### src/rtl/sram_xfer_ctrl.sv
`timescale 1ns/1ps
module sram_xfer_ctrl #(
  parameter int ADDR_W        = 13,
  parameter int DATA_W        = 8,
  parameter int CLK_PERIOD_NS = 5,
  parameter int T_WC_NS       = 10,
  parameter int T_PWE_NS      = 8,
  parameter int T_SD_NS       = 8,
  parameter int T_HZWE_NS     = 6,
  parameter int T_RC_NS       = 10,
  parameter int T_AA_NS       = 10,
  parameter int T_DOE_NS      = 5
) (
  input  logic              clk,
  input  logic              rst,
  input  logic              req_valid,
  output logic              req_ready,
  input  logic              req_write,
  input  logic [ADDR_W-1:0] req_addr,
  input  logic [DATA_W-1:0] req_wdata,
  output logic              rsp_valid,
  output logic [DATA_W-1:0] rsp_rdata,
  output logic [ADDR_W-1:0] mem_addr,
  output logic              mem_ce_n,
  output logic              mem_we_n,
  output logic              mem_oe_n,
  output logic [DATA_W-1:0] mem_dq_o,
  output logic              mem_dq_oe,
  input  logic [DATA_W-1:0] mem_dq_i
);

  localparam int P       = CLK_PERIOD_NS;
  localparam int WC_C0   = (T_WC_NS   + P - 1) / P;
  localparam int PWE_C0  = (T_PWE_NS  + P - 1) / P;
  localparam int SD_C0   = (T_SD_NS   + P - 1) / P;
  localparam int HZ_C0   = (T_HZWE_NS + P - 1) / P;
  localparam int RC_C0   = (T_RC_NS   + P - 1) / P;
  localparam int AA_C0   = (T_AA_NS   + P - 1) / P;
  localparam int DOE_C0  = (T_DOE_NS  + P - 1) / P;
  localparam int HZ_C    = HZ_C0 < 1 ? 1 : HZ_C0;
  localparam int SD_C    = SD_C0 < 1 ? 1 : SD_C0;
  localparam int PW_REST = PWE_C0 - HZ_C;
  localparam int WD_A    = SD_C > PW_REST ? SD_C : PW_REST;
  localparam int WD_C    = WD_A < 1 ? 1 : WD_A;
  localparam int WR_LEN  = HZ_C + WD_C + 1;
  localparam int PAD_C   = WC_C0 > WR_LEN ? WC_C0 - WR_LEN : 0;
  localparam int RD_A    = AA_C0 > DOE_C0 ? AA_C0 : DOE_C0;
  localparam int RD_B    = RD_A > RC_C0 ? RD_A : RC_C0;
  localparam int RD_C    = RD_B < 1 ? 1 : RD_B;
  localparam int MX_A    = HZ_C > WD_C ? HZ_C : WD_C;
  localparam int MX_B    = PAD_C > RD_C ? PAD_C : RD_C;
  localparam int MAX_LEN = MX_A > MX_B ? MX_A : MX_B;
  localparam int CNT_W   = $clog2(MAX_LEN + 1);

  typedef enum logic [2:0] {
    S_IDLE, S_WTURN, S_WDRV, S_WHOLD, S_PAD, S_RD
  } state_t;

  state_t             state;
  logic [CNT_W-1:0]   cnt;
  logic [ADDR_W-1:0]  addr_q;
  logic [DATA_W-1:0]  wdata_q;
  logic               last;

  assign last      = (cnt == '0);
  assign req_ready = (state == S_IDLE);
  assign mem_addr  = addr_q;
  assign mem_dq_o  = wdata_q;
  assign mem_ce_n  = (state == S_IDLE) || (state == S_PAD);
  assign mem_we_n  = !((state == S_WTURN) || (state == S_WDRV));
  assign mem_oe_n  = (state != S_RD);
  assign mem_dq_oe = (state == S_WDRV) || (state == S_WHOLD);

  always_ff @(posedge clk) begin
    if (rst) begin
      state     <= S_IDLE;
      cnt       <= '0;
      addr_q    <= '0;
      wdata_q   <= '0;
      rsp_valid <= 1'b0;
      rsp_rdata <= '0;
    end else begin
      rsp_valid <= 1'b0;
      case (state)
        S_IDLE: if (req_valid) begin
          addr_q  <= req_addr;
          wdata_q <= req_wdata;
          if (req_write) begin
            state <= S_WTURN;
            cnt   <= CNT_W'(HZ_C - 1);
          end else begin
            state <= S_RD;
            cnt   <= CNT_W'(RD_C - 1);
          end
        end
        S_WTURN: if (last) begin
          state <= S_WDRV;
          cnt   <= CNT_W'(WD_C - 1);
        end else cnt <= cnt - 1'b1;
        S_WDRV: if (last) state <= S_WHOLD;
                else cnt <= cnt - 1'b1;
        S_WHOLD: if (PAD_C > 0) begin
          state <= S_PAD;
          cnt   <= CNT_W'(PAD_C > 0 ? PAD_C - 1 : 0);
        end else state <= S_IDLE;
        S_PAD: if (last) state <= S_IDLE;
               else cnt <= cnt - 1'b1;
        S_RD: if (last) begin
          rsp_rdata <= mem_dq_i;
          rsp_valid <= 1'b1;
          state     <= S_IDLE;
        end else cnt <= cnt - 1'b1;
        default: state <= S_IDLE;
      endcase
    end
  end


  busy_after_take_chk: assert property (@(posedge clk) disable iff (rst)
    (req_valid && req_ready) |=> !req_ready);

  gate_shut_in_write_chk: assert property (@(posedge clk) disable iff (rst)
    !mem_we_n |-> (mem_oe_n && !mem_ce_n));

  drive_after_strobe_chk: assert property (@(posedge clk) disable iff (rst)
    $rose(mem_dq_oe) |-> ($past(!mem_we_n) && !mem_we_n));

  quiet_at_strobe_fall_chk: assert property (@(posedge clk) disable iff (rst)
    $fell(mem_we_n) |-> !mem_dq_oe);

  data_steady_chk: assert property (@(posedge clk) disable iff (rst)
    (mem_dq_oe && $past(mem_dq_oe)) |-> $stable(mem_dq_o));

  rsp_single_chk: assert property (@(posedge clk) disable iff (rst)
    rsp_valid |=> !rsp_valid);

  addr_hold_chk: assert property (@(posedge clk) disable iff (rst)
    (!mem_ce_n && $past(!mem_ce_n)) |-> $stable(mem_addr));

endmodule

### config.mk
export PLATFORM = sky130hd
export DESIGN_NAME = sram_xfer_ctrl
export DESIGN_NICKNAME = d
export VERILOG_FILES = /design/src/rtl/sram_xfer_ctrl.sv
export SDC_FILE = /design/constraint.sdc
export NUM_CORES = 1
export LEC_CHECK = 0
export ABC_AREA = 1
export BUFFER_PORTS_ARGS = -buffer_cell sky130_fd_sc_hd__buf_2
export CORE_MARGIN = 8
export CORE_UTILIZATION = 45
export CTS_BUF_LIST = sky130_fd_sc_hd__clkbuf_2
export CTS_CLUSTER_SIZE = 24
export DETAILED_ROUTE_END_ITERATION = 10
export GPL_TIMING_DRIVEN = 0
export PLACE_DENSITY = 0.82
export SLEW_MARGIN = 10
export SYNTH_ARGS = -nofsm -noshare
export SYNTH_HDL_FRONTEND = slang
export SYNTH_SLANG_ARGS = --single-unit
### constraint.sdc
create_clock -name clk -period 1.2 [get_ports clk]
set_input_delay 0.06 -clock clk [delete_from_list [all_inputs] [get_ports clk]]
set_output_delay 0.06 -clock clk [all_outputs]
set_load 0.02 [all_outputs]
# ---- After elaboration in Yosys (flattened, before gate mapping)
# Cells that the tools add are included.
# W data, S select, Z words.
dict set report word_totals {
  inputBits 33
  register_bits 35
  out_inout_bits 35
  word_cells 44
}
dict set report op_classes {
  mux 11
  n_reduce_logical 14
  n_bitwise 1
  eq_ne 11
  addsub 1
}
# operator n
set op_table {}
lappend op_table {{$mux W3} 5}
lappend op_table {{$pmux W3 S4} 1}
lappend op_table {{$ne A2 B2 Y1 const B} 4}
lappend op_table {{$eq A3 B2 Y1 const B} 2}
lappend op_table {{$eq A3 B3 Y1 const B} 2}
lappend op_table {{$mux W2} 3}
lappend op_table {{$pmux W2 S3} 1}
lappend op_table {{$reduce_and A2 Y1} 2}
lappend op_table {{$reduce_and A4 Y1} 1}
lappend op_table {{$reduce_or A2 Y1} 2}
lappend op_table {{$eq A3 B1 Y1 const B} 1}
lappend op_table {{$logic_not A3 Y1} 1}
lappend op_table {{$logic_or A1 B1 Y1} 3}
lappend op_table {{$ne A3 B3 Y1 const B} 1}
lappend op_table {{$reduce_and A3 Y1} 1}
lappend op_table {{$reduce_bool A3 Y1} 1}
lappend op_table {{$reduce_or A3 Y1} 1}
lappend op_table {{$logic_not A2 Y1} 1}
lappend op_table {{$ne A2 B1 Y1 const B} 1}
lappend op_table {{$sub A2 B1 Y2 const B} 1}
lappend op_table {{$logic_not A1 Y1} 1}
lappend op_table {{$mux W1} 1}
lappend op_table {{$not A1 Y1} 1}

# ---- Logic depth before layout (Yosys ltp)
dict set report depth {
  depth_word 4
  mapped_depth 8
  depth_no_buf 7
}

# ---- Worst setup path before layout
# No wires, ideal clock.
dict set report synth_timing {
  kind {register -> register}
  start {reg state[1]}
  end {reg rsp_rdata[0]}
  stages_incl_launch_ff 8
  t_required_ns 1.084
  synth_period_minus_slack_ns 1.172
  setup_ns 0.116
  t_arrival_ns 1.056
  n_path_buf 1
  slack_ns 0.028
  cell_sequence {dfxtp_1 buf_4 inv_4 nand3_2 nor2_4 inv_2 nor2_1 nor2_1}
}
dict set report synth_between {
  elab_chain_cells 2
}
# item line_no
set synth_lines {}
lappend synth_lines {{start, declared} 59} ;# state_t state;
lappend synth_lines {{start signal, assigned} 76} ;# state <= S_IDLE;
lappend synth_lines {{start signal, assigned} 89} ;# state <= S_WTURN;
lappend synth_lines {{start signal, assigned} 92} ;# state <= S_RD;
lappend synth_lines {{$eq A3 B3 Y1} 84} ;# case (state)
lappend synth_lines {{$reduce_and A2 Y1 (no source line)} n/a}
lappend synth_lines {{end signal, assigned} 109} ;# rsp_rdata <= mem_dq_i;
lappend synth_lines {{end, declared} 22} ;# output logic [DATA_W-1:0] rsp_rdata,
# No other way between the ends.
# A chain may end at the register's enable or synchronous reset.

# ---- Final worst setup path
dict set report layout_timing {
  start {reg state[1]}
  end {out req_ready}
}
dict set report layout_between {
  elab_chain_cells 1
}
# item line_no
set layout_lines {}
lappend layout_lines {{$logic_not A3 Y1} 66} ;# assign req_ready = (state == S_IDLE);
lappend layout_lines {{end, declared} 17} ;# output logic req_ready,
# No other way between the ends.

==> impl_metrics.yaml <==
status:
  status: "finished, violations left"
  violations: "setup timing"
final_layout:
  syn2layout_area_growth_pct: 60.2
  final_area_um2: 2700
  nets: 346
  final_cells: 360
  fillers: 283
  num_antenna_cells: 0
  drive_gt1_frac: 0.558
pwr:
  p_int_w: 0.00306
  ir_worst_vdd_v: 0.00105
  p_switching_w: 0.00231
  p_leak_nw: 1.23
  sw_frac_of_total: 0.430
  pwr-share-comb: 0.612
  report.power.total_w: 0.00537
  power.share.clock: 0.097
  seqPwrFrac: 0.291
  powerDensity_nw_per_um2: 1990
synth:
  yosys_warnings: 0
  async_flop_share: 0
  ys_seq_elements: 35
  yosysSeqAreaShare: 0.416
  netlist_area_um2: 1680
  avgSynthCellArea_um2: 8.81
  syn-num-nets: 226
  synthCells: 191
  synth_edf_count: 0
  dominantRegCellSynth: "dfxtp_1"
  ys_types: 26
hold_path:
  hold_path.class: "primary input to flip-flop"
  hold-path-endpoint: "mem_dq_o[0]"
  min_from: "req_valid"
  hold_path_depth: 3
global_routing:
  grt_use_total: 0.171
  antenna_found_initial: 0
  grt_max_degree: 11
  grt_pass1_wl_um: 8400
  grt_pass1_vias: 1873
  overflow: 0
floorplan:
  coreArea_um2: 3630
  die_area_um2: 5950
  die_w_um: 77.2
  start_util: 0.463
  pin_count: 68
  rows: 22
  die_h_um: 77.2
setup_path:
  timing.rr.end: "mem_addr[3]"
  crit_slowest_cell: "dfxtp_2"
  cp_max_fo: 7
  required_ns: 1.14
  worst_ep_arrival_time_ns: 1.27
  r2r_setup_slack_ns: -0.12
  path_class: "flip-flop to output pin"
  critPathMaxStageDelay_ns: 0.36
  critPathCaptureType: "output pin"
  reg2reg_depth: 8
  crit_chain: "buf_6 -> inv_6 -> nand2_4 -> inv_8 -> buf_12 -> buf_8"
  r2r-start: "state[0]"
  worstSetupStartpointType: "flip-flop"
detailed_routing:
  drt_iter0_drc: 61
  wl_per_cell_um: 14.9
  final_antenna_net_count: 0
  drc: 0
  drt_pre_antenna_iters: 4
  viasPerCell: 4.90
  drt-total-wl_um: 5360
  vias: 1764
place:
  port_buffers: 67
  gp_congestion: 0.797
  placed_cell_area_um2: 2080
  placedCellCount: 306
  place_hpwl_um: 3080
timing:
  fmax_mhz: 750
  hold_viol_final: 0
  fin_ws_ns: -0.134
  rsz0062_at_grt: "true"
  drv_slew: 0
  setup-tns-final_ns: -2.44
  fin_crit_sh: 1.11
  relSlewSlack: 0.539
  clock_skew_ns: 0.0115
  setup_violations: 28
  worst_pin_slew_ns: 0.692
  fin_crit_ns: 1.33
clocking:
  cts-root-buf: "clkbuf_2"
  worst_skew_pair.late_latency_ns: 0.37
  h-tree-depth: 2
  cts_tree: "built"
  cts.sink_count: 35
  cts_buffers: 5
  cts.path.max_buffers: 2
  cts.clk_slew.worst_paths_ns: 0.17
run:
  maxCapViolCount: 0
-- cell families (layout without fill, tap and decap cells) --
kind of cell / after synthesis / after routing / synth area share
flops: 35 / 35 / 0.416
fa+ha+maj: 2 / 2 / 0.0149
compound gates: 35 / 35 / 0.149
buf+inv: 23 / 143 / 0.0981
simple gates: 96 / 97 / 0.322
-- power groups by stage --
stage          sequential (W)  clock [W]  combinational (W)
4_1_cts               0.00149   0.000533            0.00304
3_3_place_gp          0.00150          0            0.00230
3_5_place_dp          0.00150          0            0.00232
5_1_grt               0.00158   0.000588            0.00353
2_1_floorplan         0.00168          0            0.00161
6_report              0.00157   0.000520            0.00329
-- sequential cells by signal, summed over array words and instances (netlist names) --
name,flops
rsp_valid,1
rsp_rdata,8
mem_dq_o,8
mem_addr,13
state,3
cnt,2
-- Yosys cell counts, types with 2 or more instances --
master,number,share of area
a21oi_1,5,0.015
nor2_1,26,0.058
inv_2,3,0.0067
dfxtp_1,35,0.42
buf_12,2,0.024
clkbuf_1,2,0.0045
nand3_1,9,0.027
buf_2,2,0.0059
buf_6,3,0.020
o21ai_0,8,0.024
nand2_4,2,0.013
ha_1,2,0.015
a21oi_2,19,0.099
buf_4,3,0.013
inv_1,6,0.013
nand2_1,35,0.078
nand3_2,20,0.12
-- through the flow --
step | util | setup WS, ns | hold WS, ns
after global placement | 0.572 | -0.132 | 0.281
after CTS | 0.726 | -0.173 | 0.000864
after global routing | 0.742 | -0.200 | 0.00886
after detailed placement | 0.572 | -0.143 | 0.289
final | 0.742 | -0.134 | 0.0199
after floorplan | - | 0.0284 | 0.122
-- critical path: cells and delay by family (launching register included) --
kind / cells / cell delay, ns
AND/OR/NAND/NOR: 1 / 0.09
buffers and inverters: 5 / 0.46
flip-flops: 1 / 0.36
-- placed cells by master, fill, tap and decap left out, drive strengths merged --
master	instances
o21ai	9
a21oi	24
o211ai	1
dfxtp	35
buf	91
nand3	29
nand2	37
inv	11
nor2	29
ha	2
nand4	1
clkinv	2
clkbuf	8
o22ai	1
dlygate4sd3	31
nand3b	1
-- area by class of cell --
type	instances	area [um^2]	share of cell area
Sequential cell	35	711	0.264
Inverter	11	61.3	0.0227
Clock inverter	2	7.51	0.00278
Tap cell	48	60.1	0.0223
Clock buffer	6	30.0	0.0111
Buffer	10	104	0.0385
Timing Repair Buffer	114	808	0.300
Multi-Input combinational cell	134	915	0.339
-- repair_timing --
action,4_1_cts,5_1_grt
setup buffers,14,2
hold endpoints to repair,30,0
pin swaps,6,9
resized for setup,33,23
hold buffers,31,0
cloned,1,0
endpoints found under the setup margin,36,40
-- worst max path at each step --
stage / startpoint / endpoint / slack, ns / depth (start not counted)
finish: state[1] / req_ready / -0.13 / 6
global route: state[0] / req_ready / -0.20 / 5
CTS: state[2] / req_ready / -0.17 / 6
detailed placement: cnt[0] / rsp_rdata[6] / -0.14 / 7
global placement: cnt[0] / rsp_rdata[3] / -0.13 / 7
floorplan: state[1] / rsp_rdata[0] / 0.03 / 7
-- routing by layer --
metal	GRT usage	wire, um	up-vias
li1	-	-	868
met1	0.182	2020	819
met2	0.302	2860	61
met3	0.0653	334	16
met4	0.0547	137	0
met5	0	0	-
(Power assumes the default switching activity.)
